===== src/rtl/ctl_pkg.sv =====
package ctl_pkg;
  localparam int WORD_W   = 24;
  localparam int TGT_W    = 2;
  localparam int RDIV_W   = 14;
  localparam int FDIV_W   = 13;
  localparam int ABW_W    = 2;
  localparam int TST_W    = 2;
  localparam int OSEL_W   = 3;
  localparam int TMO_W    = 4;
  localparam int CUR_W    = 3;

  // field positions that the neighbouring decode depends on
  localparam int RDIV_LSB = 2;
  localparam int ABW_LSB  = RDIV_LSB + RDIV_W;
  localparam int TST_LSB  = ABW_LSB + ABW_W;
  localparam int LPR_BIT  = TST_LSB + TST_W;
  localparam int FDIV_LSB = 8;
  localparam int GAIN_BIT = FDIV_LSB + FDIV_W;
  localparam int CRST_BIT = 2;
  localparam int PD1_BIT  = 3;
  localparam int OSEL_LSB = 4;
  localparam int POL_BIT  = OSEL_LSB + OSEL_W;
  localparam int HIZ_BIT  = POL_BIT + 1;
  localparam int FLE_BIT  = HIZ_BIT + 1;
  localparam int FLM_BIT  = FLE_BIT + 1;
  localparam int TMO_LSB  = FLM_BIT + 1;
  localparam int CUR1_LSB = TMO_LSB + TMO_W;
  localparam int CUR2_LSB = CUR1_LSB + CUR_W;
  localparam int PD2_BIT  = CUR2_LSB + CUR_W;

  typedef enum logic [TGT_W-1:0] {
    TGT_REF  = 2'b00,
    TGT_FB   = 2'b01,
    TGT_FUNC = 2'b10,
    TGT_INIT = 2'b11
  } tgt_e;

  typedef struct packed {
    logic [RDIV_W-1:0] div;
    logic [ABW_W-1:0]  abw;
    logic [TST_W-1:0]  tst;
    logic              lock_prec;
  } ref_cfg_t;

  typedef struct packed {
    logic [FDIV_W-1:0] div;
    logic              gain;
  } fb_cfg_t;

  typedef struct packed {
    logic              cnt_rst;
    logic              pd1;
    logic [OSEL_W-1:0] out_sel;
    logic              det_pol;
    logic              cp_hiz;
    logic              fl_en;
    logic              fl_mode;
    logic [TMO_W-1:0]  tmo;
    logic [CUR_W-1:0]  cur1;
    logic [CUR_W-1:0]  cur2;
    logic              pd2;
  } func_cfg_t;

  function automatic tgt_e word_target(input logic [WORD_W-1:0] w);
    return tgt_e'(w[TGT_W-1:0]);
  endfunction

  function automatic ref_cfg_t unpack_ref(input logic [WORD_W-1:0] w);
    ref_cfg_t c;
    c.div       = w[RDIV_LSB +: RDIV_W];
    c.abw       = w[ABW_LSB +: ABW_W];
    c.tst       = w[TST_LSB +: TST_W];
    c.lock_prec = w[LPR_BIT];
    return c;
  endfunction

  function automatic fb_cfg_t unpack_fb(input logic [WORD_W-1:0] w);
    fb_cfg_t c;
    c.div  = w[FDIV_LSB +: FDIV_W];
    c.gain = w[GAIN_BIT];
    return c;
  endfunction

  function automatic func_cfg_t unpack_func(input logic [WORD_W-1:0] w);
    func_cfg_t c;
    c.cnt_rst = w[CRST_BIT];
    c.pd1     = w[PD1_BIT];
    c.out_sel = w[OSEL_LSB +: OSEL_W];
    c.det_pol = w[POL_BIT];
    c.cp_hiz  = w[HIZ_BIT];
    c.fl_en   = w[FLE_BIT];
    c.fl_mode = w[FLM_BIT];
    c.tmo     = w[TMO_LSB +: TMO_W];
    c.cur1    = w[CUR1_LSB +: CUR_W];
    c.cur2    = w[CUR2_LSB +: CUR_W];
    c.pd2     = w[PD2_BIT];
    return c;
  endfunction
endpackage


===== src/rtl/bit_sync.sv =====
module bit_sync #(
  parameter int W      = 1,
  parameter int STAGES = 2
) (
  input  logic         clk,
  input  logic         rst_n,
  input  logic [W-1:0] d,
  output logic [W-1:0] q
);
  logic [STAGES-1:0][W-1:0] pipe;

  genvar g;
  generate
    for (g = 0; g < STAGES; g++) begin : g_stage
      if (g == 0) begin : g_first
        always_ff @(posedge clk or negedge rst_n) begin
          if (!rst_n) pipe[g] <= '0;
          else        pipe[g] <= d;
        end
      end else begin : g_next
        always_ff @(posedge clk or negedge rst_n) begin
          if (!rst_n) pipe[g] <= '0;
          else        pipe[g] <= pipe[g-1];
        end
      end
    end
  endgenerate

  assign q = pipe[STAGES-1];
endmodule


===== src/rtl/word_shifter.sv =====
module word_shifter #(
  parameter int W = 24
) (
  input  logic         clk,
  input  logic         rst_n,
  input  logic         shift_en,
  input  logic         din,
  output logic [W-1:0] word
);
  always_ff @(posedge clk or negedge rst_n) begin
    if (!rst_n)        word <= '0;
    else if (shift_en) word <= {word[W-2:0], din};
  end
endmodule


===== src/rtl/cfg_latches.sv =====
module cfg_latches
  import ctl_pkg::*;
(
  input  logic              clk,
  input  logic              rst_n,
  input  logic              load_stb,
  input  logic [WORD_W-1:0] word,
  input  logic              gain_clr,
  output ref_cfg_t          ref_q,
  output fb_cfg_t           fb_q,
  output func_cfg_t         func_q,
  output logic              init_wr,
  output logic              fb_wr
);
  tgt_e tgt;
  assign tgt     = word_target(word);
  assign init_wr = load_stb && (tgt == TGT_INIT);
  assign fb_wr   = load_stb && (tgt == TGT_FB);

  always_ff @(posedge clk or negedge rst_n) begin
    if (!rst_n) begin
      ref_q  <= '0;
      fb_q   <= '0;
      func_q <= '0;
    end else begin
      if (load_stb) begin
        unique case (tgt)
          TGT_REF:            ref_q  <= unpack_ref(word);
          TGT_FB:             fb_q   <= unpack_fb(word);
          TGT_FUNC, TGT_INIT: func_q <= unpack_func(word);
          default:            ;
        endcase
      end
      // hardware clear wins over a software write in the same cycle
      if (gain_clr) fb_q.gain <= 1'b0;
    end
  end
endmodule


===== src/rtl/init_pulse_gen.sv =====
module init_pulse_gen (
  input  logic clk,
  input  logic rst_n,
  input  logic init_wr,
  input  logic fb_wr,
  output logic pulse,
  output logic armed
);
  always_ff @(posedge clk or negedge rst_n) begin
    if (!rst_n) begin
      pulse <= 1'b0;
      armed <= 1'b0;
    end else if (init_wr) begin
      pulse <= 1'b1;
      armed <= 1'b1;
    end else if (fb_wr && armed) begin
      pulse <= 1'b1;
      armed <= 1'b0;
    end else begin
      pulse <= 1'b0;
    end
  end
endmodule


===== src/rtl/ctl_word_port.sv =====
module ctl_word_port
  import ctl_pkg::*;
#(
  parameter int SYNC_STAGES = 2
) (
  input  logic              clk,
  input  logic              rst_n,
  input  logic              ser_clk,
  input  logic              ser_data,
  input  logic              ser_load,
  input  logic              gain_clr_req,
  output logic [RDIV_W-1:0] ref_div_o,
  output logic [ABW_W-1:0]  ref_abw_o,
  output logic [TST_W-1:0]  ref_test_o,
  output logic              ref_lock_prec_o,
  output logic [FDIV_W-1:0] fb_div_o,
  output logic              fb_gain_o,
  output logic              fn_cnt_rst_o,
  output logic              fn_pd1_o,
  output logic [OSEL_W-1:0] fn_out_sel_o,
  output logic              fn_det_pol_o,
  output logic              fn_cp_hiz_o,
  output logic              fn_fl_en_o,
  output logic              fn_fl_mode_o,
  output logic [TMO_W-1:0]  fn_tmo_o,
  output logic [CUR_W-1:0]  fn_cur1_o,
  output logic [CUR_W-1:0]  fn_cur2_o,
  output logic              fn_pd2_o,
  output logic              div_hold_o,
  output logic              cp_off_o,
  output logic              div_reset_pulse_o
);
  localparam int PIN_W = 3;

  logic [PIN_W-1:0] pins_q;
  logic sck_q, sdi_q, sle_q;
  logic sck_d, sle_d;
  logic sck_rise, load_stb;
  logic [WORD_W-1:0] shift_word;
  ref_cfg_t  ref_q;
  fb_cfg_t   fb_q;
  func_cfg_t func_q;
  logic init_wr, fb_wr, arm_q;

  bit_sync #(.W(PIN_W), .STAGES(SYNC_STAGES)) u_sync (
    .clk  (clk),
    .rst_n(rst_n),
    .d    ({ser_clk, ser_data, ser_load}),
    .q    (pins_q)
  );
  assign {sck_q, sdi_q, sle_q} = pins_q;

  always_ff @(posedge clk or negedge rst_n) begin
    if (!rst_n) begin
      sck_d <= 1'b0;
      sle_d <= 1'b0;
    end else begin
      sck_d <= sck_q;
      sle_d <= sle_q;
    end
  end

  assign sck_rise = sck_q && !sck_d;
  assign load_stb = sle_q && !sle_d;

  word_shifter #(.W(WORD_W)) u_shift (
    .clk     (clk),
    .rst_n   (rst_n),
    .shift_en(sck_rise),
    .din     (sdi_q),
    .word    (shift_word)
  );

  cfg_latches u_lat (
    .clk     (clk),
    .rst_n   (rst_n),
    .load_stb(load_stb),
    .word    (shift_word),
    .gain_clr(gain_clr_req),
    .ref_q   (ref_q),
    .fb_q    (fb_q),
    .func_q  (func_q),
    .init_wr (init_wr),
    .fb_wr   (fb_wr)
  );

  init_pulse_gen u_pulse (
    .clk    (clk),
    .rst_n  (rst_n),
    .init_wr(init_wr),
    .fb_wr  (fb_wr),
    .pulse  (div_reset_pulse_o),
    .armed  (arm_q)
  );

  assign ref_div_o       = ref_q.div;
  assign ref_abw_o       = ref_q.abw;
  assign ref_test_o      = ref_q.tst;
  assign ref_lock_prec_o = ref_q.lock_prec;
  assign fb_div_o        = fb_q.div;
  assign fb_gain_o       = fb_q.gain;
  assign fn_cnt_rst_o    = func_q.cnt_rst;
  assign fn_pd1_o        = func_q.pd1;
  assign fn_out_sel_o    = func_q.out_sel;
  assign fn_det_pol_o    = func_q.det_pol;
  assign fn_cp_hiz_o     = func_q.cp_hiz;
  assign fn_fl_en_o      = func_q.fl_en;
  assign fn_fl_mode_o    = func_q.fl_mode;
  assign fn_tmo_o        = func_q.tmo;
  assign fn_cur1_o       = func_q.cur1;
  assign fn_cur2_o       = func_q.cur2;
  assign fn_pd2_o        = func_q.pd2;
  assign div_hold_o      = func_q.cnt_rst;
  assign cp_off_o        = func_q.cnt_rst | func_q.cp_hiz;
endmodule


===== config.mk =====
export PLATFORM = sky130hd
export DESIGN_NAME = ctl_word_port
export DESIGN_NICKNAME = d
export VERILOG_FILES = /design/src/rtl/ctl_pkg.sv /design/src/rtl/bit_sync.sv /design/src/rtl/word_shifter.sv /design/src/rtl/cfg_latches.sv /design/src/rtl/init_pulse_gen.sv /design/src/rtl/ctl_word_port.sv
export SDC_FILE = /design/constraint.sdc
export NUM_CORES = 1
export LEC_CHECK = 0
export ABC_AREA = 1
export BUFFER_PORTS_ARGS = -buffer_cell sky130_fd_sc_hd__buf_2
export CELL_PAD_IN_SITES_DETAIL_PLACEMENT = 1
export CELL_PAD_IN_SITES_GLOBAL_PLACEMENT = 1
export CORE_MARGIN = 3
export CORE_UTILIZATION = 30
export DETAILED_ROUTE_END_ITERATION = 12
export PLACE_DENSITY_LB_ADDON = 0.15
export SLEW_MARGIN = 0
export SYNTH_ARGS = -nofsm -noshare
export SYNTH_HDL_FRONTEND = slang
export SYNTH_HIERARCHICAL = 1
export SYNTH_SLANG_ARGS = --single-unit

===== constraint.sdc =====
create_clock -name clk -period 1.56 [get_ports clk]
set_input_delay 0 -clock clk [delete_from_list [all_inputs] [get_ports clk]]
set_output_delay 0 -clock clk [all_outputs]
set_load 0.01 [all_outputs]

==> results.json <==
{
  "wirelength_um": 6940,
  "fmax_mhz": 769,
  "worstPathArrival_ps": 1510,
  "die_h_um": 111,
  "min_period_ps": 1300,
  "start_util": 0.313,
  "rsz0062_at_grt": "no",
  "comb_power_share": 0.160,
  "intPower_uw": 3610,
  "peakVddDrop_uv": 414,
  "grt_pass1_vias": 2449,
  "antenna_cells": 0,
  "syn_inst": 322,
  "drt-initial-drc-count": 88,
  "worstSetupStartpointType": "register",
  "path_max_fanout": 39,
  "r2r-end": "u_lat/func_q[1]$_DFFE_PN0P_",
  "clk_pin_slew_ps": 90,
  "drive_above_1_share": 0.289,
  "worst_pin_slew_ps": 424,
  "yosysWarnings": 6,
  "slew_viol_final": 0,
  "fin_crit_sh": 0.833,
  "power.total_uw": 5100,
  "clock_power_share": 0.316,
  "crit_type": "reg2reg",
  "setup_violations": 0,
  "worst_r2r_path_depth": 5,
  "die-area_mm2": 0.0123,
  "vias": 2282,
  "synth_area_mm2": 0.00329,
  "cts_tree": "done",
  "hold_path.class": "in2async",
  "cts_buffers": 9,
  "io_buffers": 61,
  "first_pass_iters": 3,
  "wl_per_cell_um": 13.2,
  "h-tree-depth": 3,
  "hold_viol": 0,
  "syn_nets": 328,
  "root_buffer": "clkbuf_8",
  "seq_power_share": 0.524,
  "max-slew-margin-rel": 0.717,
  "skew_ps": 13.5,
  "area_delta_synth_final_pct": 18.6,
  "floorplan.rows": 37,
  "grt_max_degree": 40,
  "die_w_um": 111,
  "ff2ff_setup_slack_ps": 260,
  "maxCapViolations": 0,
  "insertion_delay_ps": 350,
  "postRouteAntennaNets": 0,
  "cellLeakagePower_uw": 0.00207,
  "switching_power_uw": 1500,
  "grt_remaining_overflow": 0,
  "setup_tns_ps": 0,
  "cp.required_ps": 1770,
  "fin_nets": 392,
  "clock-sinks": 85,
  "fin_util": 0.372,
  "cts_max_path_buffers": 2,
  "gp_congestion": 0.705,
  "grt_pass1_wl_um": 12400,
  "status": "finished clean",
  "endpoint_kind": "register",
  "switching_share": 0.293,
  "post_cts_buffers": 0,
  "r2r_start": "sle_d$_DFF_PN0_",
  "routed_via_density": 4.33,
  "drc": 0,
  "dp_hpwl_um": 4630,
  "coreArea_mm2": 0.0105,
  "syn_area_per_cell_um2": 10.2,
  "pwr_density_cell_mw_per_mm2": 1310,
  "antenna_found_initial": 0,
  "track_usage": 0.123,
  "crit_path_start": "sle_d$_DFF_PN0_",
  "ioPinCount": 62
}
power groups by stage:
stage / logic [uW] / clock network, uW / registers (uW)
after floorplan: 423 / 0 / 2780
after global placement: 812 / 0 / 2720
after detailed placement: 838 / 0 / 2720
after CTS: 849 / 1690 / 2680
after global routing: 953 / 1780 / 2720
final: 819 / 1610 / 2670
final cells by class:
class / count / area, um2
fill: 1238 / 6600
sequential: 85 / 2130
multi-input combinational: 186 / 858
timing repair buffer: 73 / 423
tap: 136 / 170
clock buffer: 10 / 138
inverter: 31 / 124
clock inverter: 6 / 68.8
worst max-delay path, cell delays in order (launching register included):
cell and delay (ps):
dfrtp_1 380, nor2_2 210, nand2_1 120, buf_4 260, nand2_1 90, o21ai_0 80
state kept, by name, indices dropped and copies added, names as in the netlist:
signal,cells
u_pulse/armed,1
u_lat/func_q,20
u_lat/fb_q,14
u_pulse/pulse,1
sck_d,1
u_shift/word,22
u_sync/q,3
u_sync/pipe,3
u_lat/ref_q,19
sle_d,1
stage by stage:
step	hold slack, ps	instances	worst slack, ps	area (um2)
3_5_place_dp	-44.5	506	255	3650
6_report	109	527	260	3910
5_1_grt	139	527	116	3910
3_3_place_gp	-45.3	506	327	3650
4_1_cts	107	527	241	3910
2_1_floorplan	-296	322	389	3290
timing repair:
| action | in CTS | in global routing |
|---|---|---|
| gates resized for setup | 0 | 0 |
| hold endpoints to repair | 66 | 0 |
| hold buffers | 5 | 0 |
worst max-delay path by stage:
stage | end | slack, ps | cells past startpoint
detailed placement | u_lat/func_q[3]$_DFFE_PN0P_ | 250 | 5
global route | u_lat/func_q[7]$_DFFE_PN0P_ | 120 | 5
CTS | u_lat/func_q[1]$_DFFE_PN0P_ | 240 | 5
finish | u_lat/func_q[1]$_DFFE_PN0P_ | 260 | 5
global placement | u_lat/func_q[2]$_DFFE_PN0P_ | 330 | 5
floorplan | u_lat/ref_q[13]$_DFFE_PN0P_ | 390 | 8
layer usage:
| metal | track usage | part of all wire | vias to the layer above |
|---|---|---|---|
| met5 | 0 | 0 | - |
| met4 | 0.0419 | 0.013 | 0 |
| met3 | 0.0311 | 0.042 | 9 |
| met2 | 0.193 | 0.44 | 43 |
| met1 | 0.166 | 0.51 | 1117 |
| li1 | - | - | 1113 |
cell usage in the layout (no fill, tap or decap), drive strengths merged:
cell,n
bufinv,1
dfrtp,85
clkbuf,10
clkinv,1
dlygate4sd3,5
nand2,127
inv,34
nand3,3
o21ai,51
clkinvlp,1
buf,68
nor2,5
Power figures use the tool's default switching activity.
